**src/rtl/gpio_sc_pkg.sv**
```systemverilog
package gpio_sc_pkg;
  localparam int WORD_W    = 32;
  localparam int BIDIR_N   = 6;
  localparam int BIDIR_LSB = 25;
  localparam int GPO_N     = 24;
  localparam int GPI_N     = 24;

  // register offsets that software decodes
  localparam int OFF_MIX_IN   = 'h000;
  localparam int OFF_MIX_SET  = 'h004;
  localparam int OFF_MIX_CLR  = 'h008;
  localparam int OFF_MIX_OUT  = 'h00C;
  localparam int OFF_AUX_DSET = 'h010;
  localparam int OFF_AUX_DCLR = 'h014;
  localparam int OFF_AUX_DIR  = 'h018;
  localparam int OFF_AUX_IN   = 'h01C;
  localparam int OFF_AUX_SET  = 'h020;
  localparam int OFF_AUX_CLR  = 'h024;
  localparam int BASE_G0      = 'h040;
  localparam int BASE_G1      = 'h060;
  localparam int REL_IN = 'h00, REL_SET = 'h04, REL_CLR = 'h08, REL_OUT = 'h0C;
  localparam int REL_DSET = 'h10, REL_DCLR = 'h14, REL_DIR = 'h18;

  typedef struct packed {
    logic mixOutSet;
    logic mixOutClr;
    logic auxDirSet;
    logic auxDirClr;
    logic auxOutSet;
    logic auxOutClr;
    logic [1:0] genOutSet;
    logic [1:0] genOutClr;
    logic [1:0] genDirSet;
    logic [1:0] genDirClr;
  } wrStrobe_t;

  typedef enum logic [3:0] {
    RD_ZERO, RD_MIX_IN, RD_MIX_OUT, RD_AUX_DIR, RD_AUX_IN,
    RD_G0_IN, RD_G0_OUT, RD_G0_DIR, RD_G1_IN, RD_G1_OUT, RD_G1_DIR
  } rdSel_e;
endpackage

```
**src/rtl/gpio_sc_ctrl.sv**
```systemverilog
module gpio_sc_ctrl
  import gpio_sc_pkg::*;
#(
  parameter int ADDR_W = 8
) (
  input  logic [ADDR_W-1:0] busAddr,
  input  logic              busWe,
  output wrStrobe_t         strb,
  output rdSel_e            rdSel
);
  function automatic logic hit(input logic [ADDR_W-1:0] a, input int off);
    return a == ADDR_W'(off);
  endfunction

  localparam int GEN_BASE [2] = '{BASE_G0, BASE_G1};

  always_comb begin
    strb = '0;
    strb.mixOutSet = busWe && hit(busAddr, OFF_MIX_SET);
    strb.mixOutClr = busWe && hit(busAddr, OFF_MIX_CLR);
    strb.auxDirSet = busWe && hit(busAddr, OFF_AUX_DSET);
    strb.auxDirClr = busWe && hit(busAddr, OFF_AUX_DCLR);
    strb.auxOutSet = busWe && hit(busAddr, OFF_AUX_SET);
    strb.auxOutClr = busWe && hit(busAddr, OFF_AUX_CLR);
    for (int p = 0; p < 2; p++) begin
      strb.genOutSet[p] = busWe && hit(busAddr, GEN_BASE[p] + REL_SET);
      strb.genOutClr[p] = busWe && hit(busAddr, GEN_BASE[p] + REL_CLR);
      strb.genDirSet[p] = busWe && hit(busAddr, GEN_BASE[p] + REL_DSET);
      strb.genDirClr[p] = busWe && hit(busAddr, GEN_BASE[p] + REL_DCLR);
    end
  end

  always_comb begin
    rdSel = RD_ZERO;
    if (hit(busAddr, OFF_MIX_IN))               rdSel = RD_MIX_IN;
    else if (hit(busAddr, OFF_MIX_OUT))         rdSel = RD_MIX_OUT;
    else if (hit(busAddr, OFF_AUX_DIR))         rdSel = RD_AUX_DIR;
    else if (hit(busAddr, OFF_AUX_IN))          rdSel = RD_AUX_IN;
    else if (hit(busAddr, BASE_G0 + REL_IN))    rdSel = RD_G0_IN;
    else if (hit(busAddr, BASE_G0 + REL_OUT))   rdSel = RD_G0_OUT;
    else if (hit(busAddr, BASE_G0 + REL_DIR))   rdSel = RD_G0_DIR;
    else if (hit(busAddr, BASE_G1 + REL_IN))    rdSel = RD_G1_IN;
    else if (hit(busAddr, BASE_G1 + REL_OUT))   rdSel = RD_G1_OUT;
    else if (hit(busAddr, BASE_G1 + REL_DIR))   rdSel = RD_G1_DIR;
  end
endmodule

```
**src/rtl/gpio_sc_bank.sv**
```systemverilog
module gpio_sc_bank #(
  parameter int W = 8
) (
  input  logic         clk,
  input  logic         rstN,
  input  logic         outSet,
  input  logic         outClr,
  input  logic         dirSet,
  input  logic         dirClr,
  input  logic [W-1:0] wrBits,
  input  logic [W-1:0] padIn,
  output logic [W-1:0] outQ,
  output logic [W-1:0] dirQ,
  output logic [W-1:0] inSync
);
  logic [W-1:0] meta;

  always_ff @(posedge clk or negedge rstN) begin
    if (!rstN) begin
      outQ   <= '0;
      dirQ   <= '0;
      meta   <= '0;
      inSync <= '0;
    end else begin
      if (outSet)      outQ <= outQ | wrBits;
      else if (outClr) outQ <= outQ & ~wrBits;
      if (dirSet)      dirQ <= dirQ | wrBits;
      else if (dirClr) dirQ <= dirQ & ~wrBits;
      meta   <= padIn;
      inSync <= meta;
    end
  end
endmodule

```
**src/rtl/gpio_sc_datapath.sv**
```systemverilog
module gpio_sc_datapath
  import gpio_sc_pkg::*;
#(
  parameter int G0_W  = 8,
  parameter int G1_W  = 24,
  parameter int AUX_W = 13
) (
  input  logic               clk,
  input  logic               rstN,
  input  wrStrobe_t          strb,
  input  rdSel_e             rdSel,
  input  logic [WORD_W-1:0]  wdata,
  output logic [WORD_W-1:0]  rdata,
  input  logic [G0_W-1:0]    g0PadIn,
  output logic [G0_W-1:0]    g0Out,
  output logic [G0_W-1:0]    g0Dir,
  input  logic [G1_W-1:0]    g1PadIn,
  output logic [G1_W-1:0]    g1Out,
  output logic [G1_W-1:0]    g1Dir,
  input  logic [AUX_W-1:0]   auxPadIn,
  output logic [AUX_W-1:0]   auxOut,
  output logic [AUX_W-1:0]   auxDir,
  input  logic [BIDIR_N-1:0] bidirPadIn,
  output logic [BIDIR_N-1:0] bidirOut,
  output logic [BIDIR_N-1:0] bidirDir,
  input  logic [GPI_N-1:0]   gpiPadIn,
  output logic [GPO_N-1:0]   gpoOut
);
  localparam int BIDIR_MSB = BIDIR_LSB + BIDIR_N - 1;

  logic [G0_W-1:0]    g0In;
  logic [G1_W-1:0]    g1In;
  logic [AUX_W-1:0]   auxIn;
  logic [BIDIR_N-1:0] bidirMeta, bidirIn;
  logic [GPI_N-1:0]   gpiMeta, gpiIn;
  logic [BIDIR_N-1:0] bidirBits;

  assign bidirBits = wdata[BIDIR_MSB:BIDIR_LSB];

  gpio_sc_bank #(.W(G0_W)) u_g0 (
    .clk, .rstN,
    .outSet(strb.genOutSet[0]), .outClr(strb.genOutClr[0]),
    .dirSet(strb.genDirSet[0]), .dirClr(strb.genDirClr[0]),
    .wrBits(wdata[G0_W-1:0]), .padIn(g0PadIn),
    .outQ(g0Out), .dirQ(g0Dir), .inSync(g0In));

  gpio_sc_bank #(.W(G1_W)) u_g1 (
    .clk, .rstN,
    .outSet(strb.genOutSet[1]), .outClr(strb.genOutClr[1]),
    .dirSet(strb.genDirSet[1]), .dirClr(strb.genDirClr[1]),
    .wrBits(wdata[G1_W-1:0]), .padIn(g1PadIn),
    .outQ(g1Out), .dirQ(g1Dir), .inSync(g1In));

  gpio_sc_bank #(.W(AUX_W)) u_aux (
    .clk, .rstN,
    .outSet(strb.auxOutSet), .outClr(strb.auxOutClr),
    .dirSet(strb.auxDirSet), .dirClr(strb.auxDirClr),
    .wrBits(wdata[AUX_W-1:0]), .padIn(auxPadIn),
    .outQ(auxOut), .dirQ(auxDir), .inSync(auxIn));

  // mixed port latches; direction strobes are shared with the auxiliary port
  always_ff @(posedge clk or negedge rstN) begin
    if (!rstN) begin
      gpoOut    <= '0;
      bidirOut  <= '0;
      bidirDir  <= '0;
      bidirMeta <= '0;
      bidirIn   <= '0;
      gpiMeta   <= '0;
      gpiIn     <= '0;
    end else begin
      if (strb.mixOutSet) begin
        gpoOut   <= gpoOut | wdata[GPO_N-1:0];
        bidirOut <= bidirOut | bidirBits;
      end else if (strb.mixOutClr) begin
        gpoOut   <= gpoOut & ~wdata[GPO_N-1:0];
        bidirOut <= bidirOut & ~bidirBits;
      end
      if (strb.auxDirSet)      bidirDir <= bidirDir | bidirBits;
      else if (strb.auxDirClr) bidirDir <= bidirDir & ~bidirBits;
      bidirMeta <= bidirPadIn;
      bidirIn   <= bidirMeta;
      gpiMeta   <= gpiPadIn;
      gpiIn     <= gpiMeta;
    end
  end

  always_comb begin
    rdata = '0;
    unique case (rdSel)
      RD_MIX_IN: begin
        rdata[9:0]   = gpiIn[9:0];
        rdata[14:10] = bidirIn[4:0];
        rdata[23:15] = gpiIn[23:15];
        rdata[24]    = bidirIn[5];
      end
      RD_MIX_OUT: begin
        rdata[GPO_N-1:0]          = gpoOut;
        rdata[BIDIR_MSB:BIDIR_LSB] = bidirOut;
      end
      RD_AUX_DIR: begin
        rdata[AUX_W-1:0]           = auxDir;
        rdata[BIDIR_MSB:BIDIR_LSB] = bidirDir;
      end
      RD_AUX_IN: rdata[AUX_W-1:0] = auxIn;
      RD_G0_IN:  rdata[G0_W-1:0]  = g0In;
      RD_G0_OUT: rdata[G0_W-1:0]  = g0Out;
      RD_G0_DIR: rdata[G0_W-1:0]  = g0Dir;
      RD_G1_IN:  rdata[G1_W-1:0]  = g1In;
      RD_G1_OUT: rdata[G1_W-1:0]  = g1Out;
      RD_G1_DIR: rdata[G1_W-1:0]  = g1Dir;
      default:   rdata = '0;
    endcase
  end
endmodule

```
**src/rtl/gpio_setclr_ctrl.sv**
```systemverilog
module gpio_setclr_ctrl
  import gpio_sc_pkg::*;
#(
  parameter int ADDR_W = 8,
  parameter int G0_W   = 8,
  parameter int G1_W   = 24,
  parameter int AUX_W  = 13
) (
  input  logic               clk,
  input  logic               rstN,
  input  logic [ADDR_W-1:0]  busAddr,
  input  logic               busWe,
  input  logic [31:0]        busWdata,
  output logic [31:0]        busRdata,
  input  logic [G0_W-1:0]    g0PadIn,
  output logic [G0_W-1:0]    g0PadOut,
  output logic [G0_W-1:0]    g0PadOe,
  input  logic [G1_W-1:0]    g1PadIn,
  output logic [G1_W-1:0]    g1PadOut,
  output logic [G1_W-1:0]    g1PadOe,
  input  logic [AUX_W-1:0]   auxPadIn,
  output logic [AUX_W-1:0]   auxPadOut,
  output logic [AUX_W-1:0]   auxPadOe,
  input  logic [5:0]         mixBidirIn,
  output logic [5:0]         mixBidirOut,
  output logic [5:0]         mixBidirOe,
  input  logic [23:0]        mixInOnly,
  output logic [23:0]        mixGpo
);
  wrStrobe_t strb;
  rdSel_e    rdSel;

  gpio_sc_ctrl #(.ADDR_W(ADDR_W)) u_ctrl (
    .busAddr, .busWe, .strb, .rdSel);

  gpio_sc_datapath #(.G0_W(G0_W), .G1_W(G1_W), .AUX_W(AUX_W)) u_dp (
    .clk, .rstN, .strb, .rdSel,
    .wdata(busWdata), .rdata(busRdata),
    .g0PadIn, .g0Out(g0PadOut), .g0Dir(g0PadOe),
    .g1PadIn, .g1Out(g1PadOut), .g1Dir(g1PadOe),
    .auxPadIn, .auxOut(auxPadOut), .auxDir(auxPadOe),
    .bidirPadIn(mixBidirIn), .bidirOut(mixBidirOut), .bidirDir(mixBidirOe),
    .gpiPadIn(mixInOnly), .gpoOut(mixGpo));
endmodule

```
**config.mk**
```make
export PLATFORM = sky130hd
export DESIGN_NAME = gpio_setclr_ctrl
export DESIGN_NICKNAME = d
export VERILOG_FILES = /design/src/rtl/gpio_sc_pkg.sv /design/src/rtl/gpio_sc_ctrl.sv /design/src/rtl/gpio_sc_bank.sv /design/src/rtl/gpio_sc_datapath.sv /design/src/rtl/gpio_setclr_ctrl.sv
export SDC_FILE = /design/constraint.sdc
export NUM_CORES = 1
export LEC_CHECK = 0
export BUFFER_PORTS_ARGS = -buffer_cell sky130_fd_sc_hd__buf_4
export CAP_MARGIN = 20
export CORE_MARGIN = 2
export CORE_UTILIZATION = 40
export DETAILED_ROUTE_END_ITERATION = 16
export GPL_TIMING_DRIVEN = 1
export PLACE_DENSITY = 0.74
export SLEW_MARGIN = 20
export SYNTH_ARGS = -nofsm -noshare
export SYNTH_HDL_FRONTEND = slang
export SYNTH_SLANG_ARGS = --single-unit
```
**constraint.sdc**
```tcl
create_clock -name clk -period 3.83 [get_ports clk]
set_clock_uncertainty 0.15 [all_clocks]
set_input_delay 0.5745 -clock clk [delete_from_list [all_inputs] [get_ports clk]]
set_output_delay 0.5745 -clock clk [all_outputs]
set_load 0.05 [all_outputs]
```
==> qor.yml <==
worstPathRequired_ns: 3.11
cp_slowest_stage_delay_ns: 0.84
grt_max_degree: 116
syn-mean-instance-area_um2: 13.1
ys_seq_area_share_pct: 64.4
rows: 58
layout_setup_ws_ns: 0.674
synth_most_common_cell: "dfrtp_1"
dp_cells: 1352
hold_start: "busWdata[25]"
fin_cells: 1476
ir_drop_mv: 0.428
crit_arrival_ns: 2.43
netlist.area_leader.share_pct: 64.4
whs_ns: 0.127
max_cap_viol_count: 0
initial_utilization_pct: 40.9
synth_edf_count: 0
synth_commonest_cells: "dfrtp_1, nand2_1, a22o_1"
status: "finished clean"
layout.nets: 1240
ios: 276
setup-tns-final_ns: 0
synthCells: 792
area_delta_synth_final_pct: 39.2
drt_iter0_markers: 817
n_fill_cell: 2031
die_area_um2: 27200
crit_chain: "buf_4 -> nor2_1 -> a22oi_1 -> o21ai_0 -> buf_4"
numCtsBuffers: 27
synth_top_family_by_area: "compound AO/OA/AOI/OAI gates"
post-route-drc-count: 0
endpoint_kind: "primary output"
via_per_inst: 5.44
gr-usage-all-layers_pct: 23.0
synth.largest_area_cell: "dfrtp_1"
ys_types: 56
cp_slowest_cell: "nor2_1"
multi_input_area_um2: 3410
syn-num-nets: 910
synth_adder_area_share_pct: 0
async_flop_share_pct: 100
via_count: 8036
synthMuxAreaShare_pct: 7.85
hold_viol_final: 0
cts_max_level: 1
dpl-instance-area_um2: 12700
synth_compound_area_share_pct: 14.8
hp-class: "in2reg"
globalplace.congestion: 0.877
cts.reportedPaths.clkPinSlew_ns: 0.06
regArea_um2: 6660
grt.overflow.total: 0
grt_antenna_before_repair: 4
final_area_um2: 14400
cts_max_path_buffers: 3
dr.pass1.iters: 6
die_w_um: 165
synth_simple_gate_area_share_pct: 9.55
relSlewSlack_pct: 30.8
cts_resized: 0
post-route-util_pct: 57.0
hpwl_mm: 21.5
setup_viol: 0
first_global_vias: 7901
fp.coreArea_um2: 25300
syn_area_um2: 10300
min_period_over_period_pct: 82.4
clock-sinks: 266
worstSetupStartpoint: "busAddr[5]"
root_buffer: "clkbuf_16"
powerDensity_nw_per_um2: 438
ant_nets: 0
cts_tree: "built"
cp-start-kind: "input pin"
path_class: "in2out"
rsz0062_at_grt: "false"
tightest_slew_ns: 1.03
wirelength_mm: 31.7
cp_max_fo: 30
max_freq_mhz: 317
port_buffers: 267
synthFlopType: "dfrtp_1"
p_total_mw: 6.31
cpMostUsedCell: "buf_4"
drv_slew: 0
min_period_ns: 3.16
grt_pass1_wl_mm: 46.7
synth-seq-cells: 266
drive_gt1_share_pct: 35.7
wl_per_cell_um: 21.5
synth-xor-area-share_pct: 0.0847
clk_latency_ns: 0.55
synth_area_leaders: "dfrtp_1, a22o_1, mux2_2"
p_leak_nw: 6.78
place_ws_ns: 0.678
die_h_um: 165
yosysWarningCount: 0
## logic make-up after synthesis
logic type	Yosys count
flip-flops	266
AND/OR/NAND/NOR	197
AO/OA/AOI/OAI	188
multiplexers	73
buffers and inverters	66
XOR/XNOR	1
other	1
## per-layer routing
layer	vias up	track usage [%]	share of wire (%)
met2	404	35.7	47
met1	4013	30.5	40
met3	80	5.55	8.9
met5	-	0	0
li1	3539	-	-
met4	0	10.8	4.3
## path summary, 6_finish.rpt
| path | depth (start not counted) | end | slack, ns |
|---|---|---|---|
| max | 5 | busRdata[22] | 0.67 |
| min | 2 | register | 0.13 |
| max reg2reg | 1 | register | 2.86 |
| min reg2reg | 0 | u_dp.u_g1.inSync[5] | 0.20 |
| max in group asynchronous | 3 | u_dp.bidirMeta[4] | 2.14 |
| min in group asynchronous | 2 | async pin | 0.53 |
## power breakdown
part / switching (mW) / internal (mW)
registers: 0.0610 / 2.93
logic: 0.395 / 0.251
clock network: 1.12 / 1.56
total: 1.57 / 4.74
## worst max-delay path, delay by kind of cell
| family | cells | cell delay [ns] |
|---|---|---|
| compound gates | 2 | 0.52 |
| simple gates | 1 | 0.84 |
| buf+inv | 2 | 0.48 |
## layout make-up
| cell class | instances | share of cell area (%) |
|---|---|---|
| repair buffers | 366 | 20.7 |
| clock buffers | 37 | 5.37 |
| inverters | 1 | 0.0261 |
| clock inverters | 12 | 0.974 |
| multi-input cells | 460 | 23.7 |
| well taps | 330 | 2.87 |
| flip-flops and latches | 266 | 46.2 |
| diodes | 4 | 0.0695 |
## repair_timing
action / 4_1_cts / 5_1_grt
hold endpoints to repair: 96 / 0
hold buffers: 71 / 0
setup buffers: 0 / 0
## placed cells by master, fill, tap and decap left out, drive strengths merged, types with 13 or more instances in the layout
cell         count
dfrtp          266
o21ai           14
dlygate4sd3     71
mux2i           20
mux2            53
buf            295
a22o           102
nor2            13
clkbuf          37
a22oi           36
nand2          138
No activity file was read; power rests on OpenSTA's default activity.
